[src/rtl/wms_pkg.sv]
package wms_pkg;
    typedef enum logic [1:0] {
        WM_OFF     = 2'b00,
        WM_THREE   = 2'b01,
        WM_TWO     = 2'b10,
        WM_TWO_OVF = 2'b11
    } wire_mode_e;

    localparam int NUM_PINS = 3;
    localparam int PIN_DAT  = 0;
    localparam int PIN_CLK  = 1;
    localparam int PIN_DOUT = 2;

    localparam logic [1:0] ADDR_CTRL = 2'd0;
    localparam logic [1:0] ADDR_DATA = 2'd1;
    localparam logic [1:0] ADDR_STAT = 2'd2;
    localparam logic [1:0] ADDR_PINS = 2'd3;

    typedef struct packed {
        wire_mode_e          mode;
        logic [NUM_PINS-1:0] port;
        logic [NUM_PINS-1:0] dir;
    } regs_t;
endpackage

[src/rtl/wms_sync.sv]
module wms_sync #(
    parameter int WIDTH  = 2,
    parameter int STAGES = 2
) (
    input  logic             clk,
    input  logic             rst_n,
    input  logic [WIDTH-1:0] din,
    output logic [WIDTH-1:0] dout
);
    logic [WIDTH-1:0] stage_d [STAGES];
    logic [WIDTH-1:0] stage_q [STAGES];

    always_comb begin
        stage_d[0] = din;
        for (int i = 1; i < STAGES; i++) begin
            stage_d[i] = stage_q[i-1];
        end
    end

    // Lines idle high, so reset to ones to avoid a false edge.
    always_ff @(posedge clk or negedge rst_n) begin
        if (!rst_n) begin
            for (int i = 0; i < STAGES; i++) begin
                stage_q[i] <= '1;
            end
        end else begin
            for (int i = 0; i < STAGES; i++) begin
                stage_q[i] <= stage_d[i];
            end
        end
    end

    assign dout = stage_q[STAGES-1];
endmodule

[src/rtl/wms_core.sv]
module wms_core
    import wms_pkg::*;
#(
    parameter int DATA_W = 8,
    parameter int CNT_W  = 4
) (
    input  logic              clk,
    input  logic              rst_n,
    input  wire_mode_e        mode,
    input  logic              dat_in,
    input  logic              clk_in,
    input  logic              data_wr,
    input  logic [DATA_W-1:0] data_wdata,
    input  logic              stat_wr,
    input  logic              clr_start,
    input  logic              clr_ovf,
    input  logic [CNT_W-1:0]  cnt_wdata,
    output logic [DATA_W-1:0] shreg,
    output logic [CNT_W-1:0]  cnt,
    output logic              start_flag,
    output logic              ovf_flag
);
    typedef struct packed {
        logic [DATA_W-1:0] shreg;
        logic [CNT_W-1:0]  cnt;
        logic              start;
        logic              ovf;
        logic              dat_prev;
        logic              clk_prev;
    } core_t;

    core_t core_d, core_q;
    logic  active, clk_rise, clk_fall, clk_edge, start_evt, wrap_evt;

    always_comb begin
        active    = (mode != WM_OFF);
        clk_rise  = clk_in & ~core_q.clk_prev;
        clk_fall  = ~clk_in & core_q.clk_prev;
        clk_edge  = active & (clk_rise | clk_fall);
        start_evt = active & core_q.dat_prev & ~dat_in & clk_in;
        wrap_evt  = clk_edge & (core_q.cnt == {CNT_W{1'b1}});

        core_d          = core_q;
        core_d.dat_prev = dat_in;
        core_d.clk_prev = clk_in;

        if (active && clk_rise) core_d.shreg = {core_q.shreg[DATA_W-2:0], dat_in};
        if (data_wr)            core_d.shreg = data_wdata;

        if (clk_edge) core_d.cnt = core_q.cnt + 1'b1;
        if (stat_wr)  core_d.cnt = cnt_wdata;

        // Clear first, then let a same-cycle event win.
        if (stat_wr && clr_start) core_d.start = 1'b0;
        if (start_evt)            core_d.start = 1'b1;
        if (stat_wr && clr_ovf)   core_d.ovf   = 1'b0;
        if (wrap_evt)             core_d.ovf   = 1'b1;
    end

    always_ff @(posedge clk or negedge rst_n) begin
        if (!rst_n) begin
            core_q          <= '0;
            core_q.dat_prev <= 1'b1;
            core_q.clk_prev <= 1'b1;
        end else begin
            core_q <= core_d;
        end
    end

    assign shreg      = core_q.shreg;
    assign cnt        = core_q.cnt;
    assign start_flag = core_q.start;
    assign ovf_flag   = core_q.ovf;

    assert_mode_off_frozen_R2: assert property (@(posedge clk) disable iff (!rst_n)
        (mode == WM_OFF && !data_wr) |=> $stable(core_q.shreg));

    assert_start_needs_mode_R6: assert property (@(posedge clk) disable iff (!rst_n)
        $rose(core_q.start) |-> ($past(mode) != WM_OFF));

    assert_wrap_sets_ovf_R7: assert property (@(posedge clk) disable iff (!rst_n)
        wrap_evt |=> core_q.ovf);

    assert_clear_start_R9: assert property (@(posedge clk) disable iff (!rst_n)
        (stat_wr && clr_start && !start_evt) |=> !core_q.start);
endmodule

[src/rtl/wms_pad.sv]
module wms_pad
    import wms_pkg::*;
(
    input  wire_mode_e          mode,
    input  logic [NUM_PINS-1:0] port,
    input  logic [NUM_PINS-1:0] dir,
    input  logic                sh_msb,
    input  logic                hold,
    output logic [NUM_PINS-1:0] pad_out,
    output logic [NUM_PINS-1:0] pad_oe,
    output logic [NUM_PINS-1:0] pad_pullup
);
    always_comb begin
        pad_out    = port;
        pad_oe     = dir;
        pad_pullup = port & ~dir;
        case (mode)
            WM_THREE: pad_out[PIN_DOUT] = sh_msb;
            WM_TWO, WM_TWO_OVF: begin
                pad_out[PIN_DAT]    = 1'b0;
                pad_out[PIN_CLK]    = 1'b0;
                pad_oe[PIN_DAT]     = dir[PIN_DAT] & ~(sh_msb & port[PIN_DAT]);
                pad_oe[PIN_CLK]     = dir[PIN_CLK] & (~port[PIN_CLK] | hold);
                pad_pullup[PIN_DAT] = 1'b0;
                pad_pullup[PIN_CLK] = 1'b0;
            end
            default: ;
        endcase
    end
endmodule

[src/rtl/wire_mode_shifter.sv]
module wire_mode_shifter
    import wms_pkg::*;
#(
    parameter int DATA_W      = 8,
    parameter int CNT_W       = 4,
    parameter int SYNC_STAGES = 2
) (
    input  logic              clk,
    input  logic              rst_n,
    input  logic              reg_wr,
    input  logic [1:0]        reg_addr,
    input  logic [DATA_W-1:0] reg_wdata,
    output logic [DATA_W-1:0] reg_rdata,
    input  logic [2:0]        pad_in,
    output logic [2:0]        pad_out,
    output logic [2:0]        pad_oe,
    output logic [2:0]        pad_pullup
);
    localparam int STROBE_BIT = 0;
    localparam int MODE_LSB   = 4;
    localparam int DIR_LSB    = 4;
    localparam int START_BIT  = DATA_W - 1;
    localparam int OVF_BIT    = DATA_W - 2;
    localparam int STAT_PAD   = DATA_W - 2 - CNT_W;

    regs_t regs_d, regs_q;

    logic [1:0]        sync_pins;
    logic [DATA_W-1:0] shreg;
    logic [CNT_W-1:0]  cnt;
    logic              start_flag, ovf_flag, hold;
    logic              wr_ctrl, wr_data, wr_stat, wr_pins;

    assign wr_ctrl = reg_wr && (reg_addr == ADDR_CTRL);
    assign wr_data = reg_wr && (reg_addr == ADDR_DATA);
    assign wr_stat = reg_wr && (reg_addr == ADDR_STAT);
    assign wr_pins = reg_wr && (reg_addr == ADDR_PINS);

    always_comb begin
        regs_d = regs_q;
        if (wr_ctrl) begin
            regs_d.mode = wire_mode_e'(reg_wdata[MODE_LSB +: 2]);
            if (reg_wdata[STROBE_BIT]) regs_d.port[PIN_CLK] = ~regs_q.port[PIN_CLK];
        end
        if (wr_pins) begin
            regs_d.port = reg_wdata[0 +: NUM_PINS];
            regs_d.dir  = reg_wdata[DIR_LSB +: NUM_PINS];
        end
    end

    always_ff @(posedge clk or negedge rst_n) begin
        if (!rst_n) regs_q <= '0;
        else        regs_q <= regs_d;
    end

    wms_sync #(.WIDTH(2), .STAGES(SYNC_STAGES)) u_sync (
        .clk  (clk),
        .rst_n(rst_n),
        .din  (pad_in[1:0]),
        .dout (sync_pins)
    );

    wms_core #(.DATA_W(DATA_W), .CNT_W(CNT_W)) u_core (
        .clk       (clk),
        .rst_n     (rst_n),
        .mode      (regs_q.mode),
        .dat_in    (sync_pins[PIN_DAT]),
        .clk_in    (sync_pins[PIN_CLK]),
        .data_wr   (wr_data),
        .data_wdata(reg_wdata),
        .stat_wr   (wr_stat),
        .clr_start (reg_wdata[START_BIT]),
        .clr_ovf   (reg_wdata[OVF_BIT]),
        .cnt_wdata (reg_wdata[CNT_W-1:0]),
        .shreg     (shreg),
        .cnt       (cnt),
        .start_flag(start_flag),
        .ovf_flag  (ovf_flag)
    );

    assign hold = (regs_q.mode[1] & start_flag) | ((regs_q.mode == WM_TWO_OVF) & ovf_flag);

    wms_pad u_pad (
        .mode      (regs_q.mode),
        .port      (regs_q.port),
        .dir       (regs_q.dir),
        .sh_msb    (shreg[DATA_W-1]),
        .hold      (hold),
        .pad_out   (pad_out),
        .pad_oe    (pad_oe),
        .pad_pullup(pad_pullup)
    );

    always_comb begin
        reg_rdata = '0;
        case (reg_addr)
            ADDR_CTRL: reg_rdata[MODE_LSB +: 2] = regs_q.mode;
            ADDR_DATA: reg_rdata = shreg;
            ADDR_STAT: reg_rdata = {start_flag, ovf_flag, {STAT_PAD{1'b0}}, cnt};
            default: begin
                reg_rdata[0 +: NUM_PINS]       = regs_q.port;
                reg_rdata[DIR_LSB +: NUM_PINS] = regs_q.dir;
            end
        endcase
    end

    assert_scl_hold_start_R5: assert property (@(posedge clk) disable iff (!rst_n)
        (regs_q.mode[1] && regs_q.dir[PIN_CLK] && start_flag) |-> pad_oe[PIN_CLK]);

    assert_scl_hold_ovf_R5: assert property (@(posedge clk) disable iff (!rst_n)
        (regs_q.mode == WM_TWO_OVF && regs_q.dir[PIN_CLK] && ovf_flag) |-> pad_oe[PIN_CLK]);

    assert_pullups_off_R4: assert property (@(posedge clk) disable iff (!rst_n)
        regs_q.mode[1] |-> (pad_pullup[1:0] == 2'b00));

    assert_strobe_toggle_R10: assert property (@(posedge clk) disable iff (!rst_n)
        (wr_ctrl && reg_wdata[STROBE_BIT]) |=> (regs_q.port[PIN_CLK] != $past(regs_q.port[PIN_CLK])));
endmodule

[config.mk]
export PLATFORM = sky130hd
export DESIGN_NAME = wire_mode_shifter
export DESIGN_NICKNAME = d
export VERILOG_FILES = /design/src/rtl/wms_pkg.sv /design/src/rtl/wms_sync.sv /design/src/rtl/wms_core.sv /design/src/rtl/wms_pad.sv /design/src/rtl/wire_mode_shifter.sv
export SDC_FILE = /design/constraint.sdc
export NUM_CORES = 1
export LEC_CHECK = 0
export ABC_AREA = 1
export BUFFER_PORTS_ARGS = -buffer_cell sky130_fd_sc_hd__buf_2
export CAP_MARGIN = 5
export CORE_MARGIN = 3
export CORE_UTILIZATION = 48
export CTS_CLUSTER_SIZE = 14
export DETAILED_ROUTE_END_ITERATION = 12
export PLACE_DENSITY = 0.85
export SLEW_MARGIN = 20
export SYNTH_ARGS = -nofsm -noshare
export SYNTH_HDL_FRONTEND = slang
export SYNTH_SLANG_ARGS = --single-unit
[constraint.sdc]
create_clock -name clk -period 1.3 [get_ports clk]
set_input_delay 0.26 -clock clk [delete_from_list [all_inputs] [get_ports clk]]
set_output_delay 0.26 -clock clk [all_outputs]
set_load 0.05 [all_outputs]
==> impl_metrics.json, run 1 <==
{
  "clockRootBuffer": "clkbuf_4",
  "critPathArrivalTime_ns": 1.32,
  "routedWlPerCell_um": 15.7,
  "power_leakage_nw": 1.14,
  "setup_viol": 18,
  "hp-start": "reg_wdata[3]",
  "yosys.area.top_type_share": 0.349,
  "min_delay_path_depth": 3,
  "io_buffers": 31,
  "viasPerCell": 5.55,
  "violations": "negative setup slack",
  "num_antenna_cells": 0,
  "setup_tns_ns": -2.96,
  "nNetsFinal": 281,
  "yosysSeqAreaShare": 0.449,
  "coreArea_um2": 3100,
  "grt_use_total": 0.240,
  "grt_pass1_wl_um": 7620,
  "hold_class": "in -> reg",
  "slowest_delay_ns": 0.46,
  "synth_top_cell_by_area": "dfrtp_1",
  "area_delta_synth_final_pct": 54.0,
  "slew-limit-headroom": 0.737,
  "num_rows": 20,
  "power_w": 0.00352,
  "worst-path-max-fanout": 5,
  "clk_pin_slew_ns": 0.15,
  "synthDistinctLibCells": 25,
  "max_freq_mhz": 632,
  "yosys_register_bits": 28,
  "tritoncts": "yes",
  "cts_sinks": 28,
  "cp.buffers_inverters": 2,
  "layout_commonest_cell": "nand2_1",
  "reg2reg_from": "u_core.core_q[0]$_DFF_PN1_",
  "htree_levels": 1,
  "r2r_cells": 8,
  "die_area_um2": 4010,
  "synth.area.top_cells": "dfrtp_1 (35%), nand2_1 (15%), dfstp_2 (10%), ha_1 (5.6%), inv_1 (5.5%)",
  "outcome": "complete, but fails checks",
  "drv_slew": 0,
  "ys.warnings.count": 0,
  "dp.cells": 285,
  "drc_errors": 0,
  "power.density_nw_per_um2": 1450,
  "p_clk_frac": 0.124,
  "period_needed_ns": 1.58,
  "grt_start_max_net_pins": 29,
  "initial_core_util": 0.508,
  "r2r_end": "u_core.cnt[0]$_DFFE_PN0P_",
  "crit_path_start_kind": "register",
  "path_delay_family": "flip-flops",
  "intPower_w": 0.00198,
  "avgSynthCellArea_um2": 7.84,
  "die_w_um": 63.3,
  "vias": 1672,
  "drtAntennaViolNets": 0,
  "antenna_found_initial": 0,
  "cp-end-kind": "output pin",
  "peakVddDrop_uv": 874,
  "grt_pass1_vias": 1656,
  "synthCells": 201,
  "drt_iter0_markers": 114,
  "rsz0062_at_grt": "yes",
  "dpl.hpwl_um": 2980,
  "combPwrFrac": 0.510,
  "path_cells": "inv_4 -> a21oi_2 -> a31oi_4 -> buf_6",
  "final_cell_mix": "nand2_1 (50), buf_4 (22), dfrtp_1 (20)",
  "placed_cell_area_um2": 2010,
  "clockBufferDepth": 2,
  "netSwitchingFraction": 0.439,
  "clkLatencyLatePin_ns": 0.33,
  "drive_gt1_frac": 0.482,
  "worstMarginPinSlew_ns": 0.394,
  "fin_ws_ns": -0.282,
  "gp_congestion": 0.834,
  "gr-total-overflow": 0,
  "drt_pass1_iterations": 4,
  "wirelength_um": 4730,
  "final_cell_area_um2": 2430,
  "cts_inserted_buffers": 3,
  "hold_end": "u_core.cnt[3]$_DFFE_PN0P_",
  "place_ws_ns": -0.228,
  "fillerInstances": 225,
  "finalClockSkew_ns": 0.00162,
  "synth_nets": 224,
  "path_class": "reg -> out",
  "seq_power_share": 0.367,
  "hold_violations": 0,
  "fin_cells": 301,
  "min_period_over_period": 1.22,
  "power.net_switching_w": 0.00155,
  "rrSetupSlack_ns": -0.03,
  "synth_area_um2": 1580,
  "maxCapViolations": 0,
  "die_h_um": 63.3,
  "crit_slowest_cell": "dfrtp_1",
  "io_pins": 33,
  "required_ns": 1.04
}
==> sequential cells by signal, summed over array words and instances (netlist names) <==
| register | cells |
|---|---|
| u_core.shreg | 8 |
| u_core.core_q | 2 |
| u_core.start_flag | 1 |
| u_sync.stage_d | 2 |
| u_core.ovf_flag | 1 |
| regs_q | 8 |
| u_sync.dout | 2 |
| u_core.cnt | 4 |
==> layer usage <==
metal,vias up,GRT usage,share of wire
li1,767,-,-
met1,801,0.322,0.39
met2,89,0.406,0.51
met3,15,0.0178,0.070
met4,0,0.0889,0.030
met5,-,0,0
==> power by group through the flow <==
stage               combinational (W)  clock [W]  sequential [W]
finish                        0.00179   0.000436         0.00129
global route                  0.00194   0.000486         0.00131
CTS                           0.00165   0.000433         0.00127
detailed placement            0.00132          0         0.00129
global placement              0.00129          0         0.00128
floorplan                    0.000977          0         0.00126
==> worst max path at each step <==
stage,to,startpoint,slack (ns),cells past startpoint
after floorplan,pad_pullup[1],regs_q[7]$_DFFE_PN0P_,-0.14,2
after global placement,reg_rdata[3],reg_addr[0],-0.20,6
after detailed placement,reg_rdata[6],reg_addr[0],-0.23,6
after CTS,pad_out[2],regs_q[7]$_DFFE_PN0P_,-0.26,4
after global routing,pad_oe[0],u_core.shreg[7]$_DFFE_PN0P_,-0.36,4
final,pad_out[2],regs_q[7]$_DFFE_PN0P_,-0.28,4
==> synthesized netlist by cell type, drive strengths merged <==
cell type	instances
nand2	65
a22oi	4
a21oi	12
xor2	1
dfstp	6
buf	6
clkinv	1
o31ai	1
inv	24
nand4	3
a31oi	1
dfrtp	22
o21ai	23
nor3	3
ha	7
nor2	6
nand3	15
clkbuf	1
==> what timing repair did <==
| action | 4_1_cts | 5_1_grt |
|---|---|---|
| setup endpoints to repair | 21 | 29 |
| hold endpoints to repair | 22 | 2 |
| gates cloned | 0 | 2 |
| resized for setup | 64 | 18 |
| pin swaps | 16 | 12 |
| setup buffers | 8 | 2 |
| hold buffers | 1 | 2 |
==> area by class of cell <==
class                           count  area (µm²)  area share
Clock buffer                        4        36.3      0.0149
Inverter                           25         103      0.0423
Sequential cell                    28         711       0.293
Timing Repair Buffer               57         488       0.201
Tap cell                           44        55.1      0.0227
Multi-Input combinational cell    143        1030       0.426
==> through the flow <==
step | hold WS (ns) | util
6_report | 0.166 | 0.782
5_1_grt | 0.163 | 0.782
4_1_cts | 0.00757 | 0.748
3_5_place_dp | 0.283 | 0.649
3_3_place_gp | 0.278 | 0.649
2_1_floorplan | -0.0356 | -
==> kinds of logic after synthesis <==
| group | after synthesis | share of synthesized area |
|---|---|---|
| and+or+nand+nor | 92 | 0.251 |
| AOI/OAI and AO/OA | 41 | 0.144 |
| xor gates and xnor gates | 1 | 0.00556 |
| DFF | 28 | 0.449 |
| adders and majority gates | 7 | 0.0556 |
| buffers and inverters | 32 | 0.0952 |
==> worst reg2reg max path: stages (launching register included) <==
cell and delay [ns]:
dfstp_2 0.55, inv_2 0.04, ha_4 0.25, inv_2 0.04, o21ai_4 0.10, nand2_2 0.11, inv_2 0.09, nand2_2 0.05
nand2_2 0.05
No activity file was read; power rests on OpenSTA's default activity.
==> inputs of run 2 (changes only) <==
CORE_ASPECT_RATIO = 0.9   (was unset)
==> run 2 against run 1 <==
Net effect: the run still ends with negative setup slack left; global-route usage rose by 2.3 points; total power rose by 6.0%; via count is 3.7% higher; cell area is 1.4% higher; non-clock buffer count increased by 6; critical endpoint is now pad_oe[0]; largest power group unchanged; highest routed layer unchanged.
==> impl_metrics.json, run 2 (synthesis results as in run 1) <==
{
  "power.density_nw_per_um2": 1520,
  "vias": 1734,
  "place_ws_ns": -0.211,
  "viasPerCell": 5.72,
  "peakVddDrop_uv": 833,
  "netSwitchingFraction": 0.428,
  "gp_congestion": 0.843,
  "slew-limit-headroom": 0.758,
  "drv_slew": 0,
  "outcome": "complete, but fails checks",
  "drtAntennaViolNets": 0,
  "final_cell_area_um2": 2460,
  "setup_viol": 20,
  "grt_use_total": 0.263,
  "worstMarginPinSlew_ns": 0.363,
  "finalClockSkew_ns": 0.00711,
  "cts_sinks": 28,
  "critPathArrivalTime_ns": 1.35,
  "routedWlPerCell_um": 17.5,
  "initial_core_util": 0.510,
  "area_delta_synth_final_pct": 56.2,
  "io_buffers": 31,
  "htree_levels": 1,
  "num_antenna_cells": 0,
  "die_h_um": 60.4,
  "crit_slowest_cell": "dfrtp_1",
  "drt_iter0_markers": 209,
  "required_ns": 1.04,
  "rsz0062_at_grt": "yes",
  "intPower_w": 0.00214,
  "crit_path_start_kind": "register",
  "hold_class": "in -> reg",
  "drc_errors": 0,
  "violations": "negative setup slack",
  "coreArea_um2": 3090,
  "antenna_found_initial": 0,
  "gr-total-overflow": 0,
  "wirelength_um": 5290,
  "period_needed_ns": 1.61,
  "cts_inserted_buffers": 3,
  "power_w": 0.00373,
  "path_class": "reg -> out",
  "grt_pass1_vias": 1630,
  "placed_cell_area_um2": 2030,
  "clockBufferDepth": 2,
  "nNetsFinal": 285,
  "grt_pass1_wl_um": 7850,
  "clkLatencyLatePin_ns": 0.34,
  "io_pins": 33,
  "setup_tns_ns": -3.65,
  "clk_pin_slew_ns": 0.16,
  "path_cells": "inv_1 -> o31ai_4 -> inv_2 -> buf_6",
  "drive_gt1_frac": 0.490,
  "die_area_um2": 4010,
  "num_rows": 19,
  "slowest_delay_ns": 0.43,
  "tritoncts": "yes",
  "layout_commonest_cell": "nand2_1",
  "max_freq_mhz": 620,
  "power.net_switching_w": 0.00160,
  "seq_power_share": 0.354,
  "drt_pass1_iterations": 5,
  "clockRootBuffer": "clkbuf_4",
  "worst-path-max-fanout": 3,
  "min_period_over_period": 1.24,
  "maxCapViolations": 0,
  "hold_violations": 0,
  "fin_ws_ns": -0.312,
  "final_cell_mix": "nand2_1 (52), buf_4 (25), buf_6 (20)",
  "die_w_um": 66.4,
  "p_clk_frac": 0.158,
  "fillerInstances": 169,
  "grt_start_max_net_pins": 29,
  "dpl.hpwl_um": 3000,
  "combPwrFrac": 0.489,
  "cp-end-kind": "output pin",
  "power_leakage_nw": 1.18
}
-- run 2: worst paths after layout --
check	startpoint	end	slack (ns)	depth (start not counted)
min reg2reg	u_sync.stage_d[0]$_DFF_PN1_	u_sync.dout[0]$_DFF_PN1_	0.37	0
min in group asynchronous	rst_n	regs_q[2]$_DFFE_PN0P_	0.45	3
min	reg_wdata[3]	u_core.cnt[3]$_DFFE_PN0P_	0.17	3
max in group asynchronous	rst_n	u_core.core_q[1]$_DFF_PN1_	0.53	3
max reg2reg	regs_q[7]$_DFFE_PN0P_	u_core.cnt[2]$_DFFE_PN0P_	-0.09	6
max	u_core.shreg[7]$_DFFE_PN0P_	pad_oe[0]	-0.31	4
-- run 2: per-layer routing --
metal  wire (µm)  vias to the layer above  track usage
met1        2080                      815        0.349
met5           0                        -            0
met2        2520                      117        0.437
li1            -                      775            -
met4         218                        0        0.110
met3         473                       27       0.0389
-- run 2: what timing repair did --
item | 4_1_cts | 5_1_grt
endpoints found under the setup margin | 21 | 21
hold buffers | 3 | 0
resized for setup | 63 | 13
hold endpoints to repair | 24 | 0
pin swaps | 15 | 6
buffers inserted | 9 | 5
-- run 2: worst max-delay path, delay by kind of cell (launching register included) --
kind                   cells  cell delay, ns
AOI/OAI and AO/OA          1            0.20
buffers and inverters      3            0.36
DFF                        1            0.43
-- run 2: layout make-up --
cell class | count | area (µm²) | share of cell area
Tap cell | 42 | 52.6 | 0.0213
Multi-Input combinational cell | 141 | 980 | 0.398
Clock buffer | 3 | 22.5 | 0.00915
Clock inverter | 1 | 30.0 | 0.0122
Inverter | 25 | 103 | 0.0417
Timing Repair Buffer | 63 | 563 | 0.229
Sequential cell | 28 | 712 | 0.289
-- run 2: stage by stage --
stage	util	hold WS (ns)	std cells
floorplan	-	-0.0356	201
global placement	0.656	0.282	282
detailed placement	0.656	0.281	282
CTS	0.770	0.161	298
global route	0.797	0.179	303
finish	0.797	0.170	303
-- run 2: power by group through the flow --
stage	Sequential (W)	Combinational, W	Clock (W)
2_1_floorplan	0.00126	0.000977	0
3_3_place_gp	0.00131	0.00125	0
3_5_place_dp	0.00132	0.00129	0
4_1_cts	0.00129	0.00168	0.000582
5_1_grt	0.00134	0.00195	0.000620
6_report	0.00132	0.00183	0.000589
==> inputs of run 3 (changes only) <==
CORE_UTILIZATION = 58   (was 48)
PLACE_DENSITY = 0.95   (was 0.85)
clock period = 2 ns   (was 1.3 ns; I/O delays follow)
==> run 3 against run 2 <==
Net effect: the run now ends clean; first-iteration DRC count is 73% lower; hold slack got worse by 0.12 ns; non-clock buffer count down 31; total power decreased by 49%; clock power decreased by 38%; sequential power down 35%; core utilization shrank 8.6 points; clock skew is 0.0027 ns lower; die area decreased by 16%; critical path type is now in -> out; critical endpoint is now reg_rdata[1]; largest cell class unchanged; highest routed layer unchanged.
==> impl_metrics.json, run 3 (synthesis results as in run 1) <==
{
  "outcome": "finished, final reports clean",
  "rrSetupSlack_ns": 0.62,
  "slowest_delay_ns": 0.31,
  "hold_class": "in -> async",
  "clk_pin_slew_ns": 0.15,
  "use_met1": 0.318,
  "grt_pass1_vias": 1339,
  "gp_congestion": 0.842,
  "antenna_found_initial": 0,
  "r2r_end": "u_core.cnt[1]$_DFFE_PN0P_",
  "viasPerCell": 5.53,
  "grt_pass1_wl_um": 6020,
  "register_area_um2": 709,
  "min_period_over_period": 0.956,
  "maxCapViolations": 0,
  "die_w_um": 61.0,
  "grt_use_total": 0.236,
  "nNetsFinal": 254,
  "crit_path_start_kind": "primary input",
  "setup_viol": 0,
  "path_class": "in -> out",
  "worst-path-max-fanout": 7,
  "clockRootBuffer": "clkbuf_4",
  "reg2reg_from": "u_core.core_q[0]$_DFF_PN1_",
  "rsz0062_at_grt": "no",
  "hold_violations": 0,
  "fin_cells": 258,
  "layout_commonest_cell": "nand2_1",
  "worstMarginPinSlew_ns": 0.610,
  "peakVddDrop_uv": 624,
  "critPathArrivalTime_ns": 1.51,
  "die_h_um": 55.5,
  "num_antenna_cells": 0,
  "fillerInstances": 225,
  "routedWlPerCell_um": 13.8,
  "path_cells": "buf_2 -> inv_1 -> ha_1 -> a21oi_1 -> a22oi_1 -> buf_2",
  "dp.cells": 254,
  "crit_slowest_cell": "ha_1",
  "max_freq_mhz": 523,
  "gr-total-overflow": 0,
  "power.density_nw_per_um2": 1080,
  "io_buffers": 31,
  "fin_ws_ns": 0.0882,
  "required_ns": 1.60,
  "vias": 1428,
  "wirelength_um": 3570,
  "place_ws_ns": 0.0893,
  "met2_usage": 0.374,
  "power_leakage_nw": 0.968,
  "slew-limit-headroom": 0.593,
  "multiInputGateArea_um2": 726,
  "grt_busiest_layer": "met2",
  "cts_sinks": 28,
  "cts_inserted_buffers": 3,
  "startpoint": "reg_addr[0]",
  "cp-end-kind": "output pin",
  "power_w": 0.00192,
  "die_area_um2": 3380,
  "drive_gt1_frac": 0.230,
  "grt_start_max_net_pins": 29,
  "met3_usage": 0.0374,
  "crit_top_cell": "buf_2",
  "final_cell_mix": "nand2_1 (61), buf_2 (30), inv_1 (23)",
  "drt_iter0_markers": 56,
  "drv_slew": 0,
  "drtAntennaViolNets": 0,
  "clockBufferDepth": 2,
  "dpl.hpwl_um": 2770,
  "htree_levels": 1,
  "io_pins": 33,
  "period_needed_ns": 1.91,
  "num_rows": 17,
  "clkLatencyLatePin_ns": 0.33,
  "drc_errors": 0,
  "area_delta_synth_final_pct": 13.1,
  "drt_pass1_iterations": 4,
  "r2r_cells": 8,
  "final_util": 0.710,
  "finalClockSkew_ns": 0.00444,
  "cts_setup_buffers": 0,
  "tritoncts": "yes",
  "initial_core_util": 0.628,
  "coreArea_um2": 2510
}
## run 3: how the worst max path moves through the flow
| stage | to | slack [ns] |
|---|---|---|
| detailed placement | reg_rdata[1] | 0.09 |
| floorplan | reg_rdata[0] | -0.07 |
| global placement | reg_rdata[0] | 0.13 |
| CTS | reg_rdata[1] | 0.08 |
| finish | reg_rdata[1] | 0.09 |
| global route | reg_rdata[0] | 0.02 |
## run 3: per-stage QoR
stage               instance area, µm²  hold slack (ns)  setup TNS [ns]
floorplan                         1580            0.104          -0.281
detailed placement                1730            0.348               0
finish                            1780           0.0520               0
global placement                  1730            0.346               0
global route                      1780           0.0813               0
CTS                               1780           0.0566               0
## run 3: layout make-up
class	instances	share of cell area
inverter	25	0.0533
timing repair buffer	32	0.0926
clock buffer	3	0.0126
clock inverter	1	0.0168
sequential	28	0.398
multi-input combinational	141	0.407
tap	28	0.0196
## run 3: per-layer routing
metal | vias up | share of wire
met4 | 0 | 0.015
li1 | 707 | -
met1 | 662 | 0.44
met2 | 53 | 0.47
met5 | - | 0
met3 | 6 | 0.071
## run 3: power by group
group / switching [W] / internal [W] / total, W
logic: 0.000483 / 0.000216 / 0.000700
clock network: 0.000165 / 0.000203 / 0.000368
registers: 0.000151 / 0.000704 / 0.000855
## run 3: what timing repair did
item / in CTS / in global routing
setup endpoints to repair: 0 / 2
hold buffers: 0 / 0
resized for setup: 0 / 2
## run 3: critical path: cells and delay by family
family | cells | cell delay [ns]
buffers and inverters | 3 | 0.51
adder cells (fa/ha/maj) | 1 | 0.31
AO/OA/AOI/OAI | 2 | 0.28
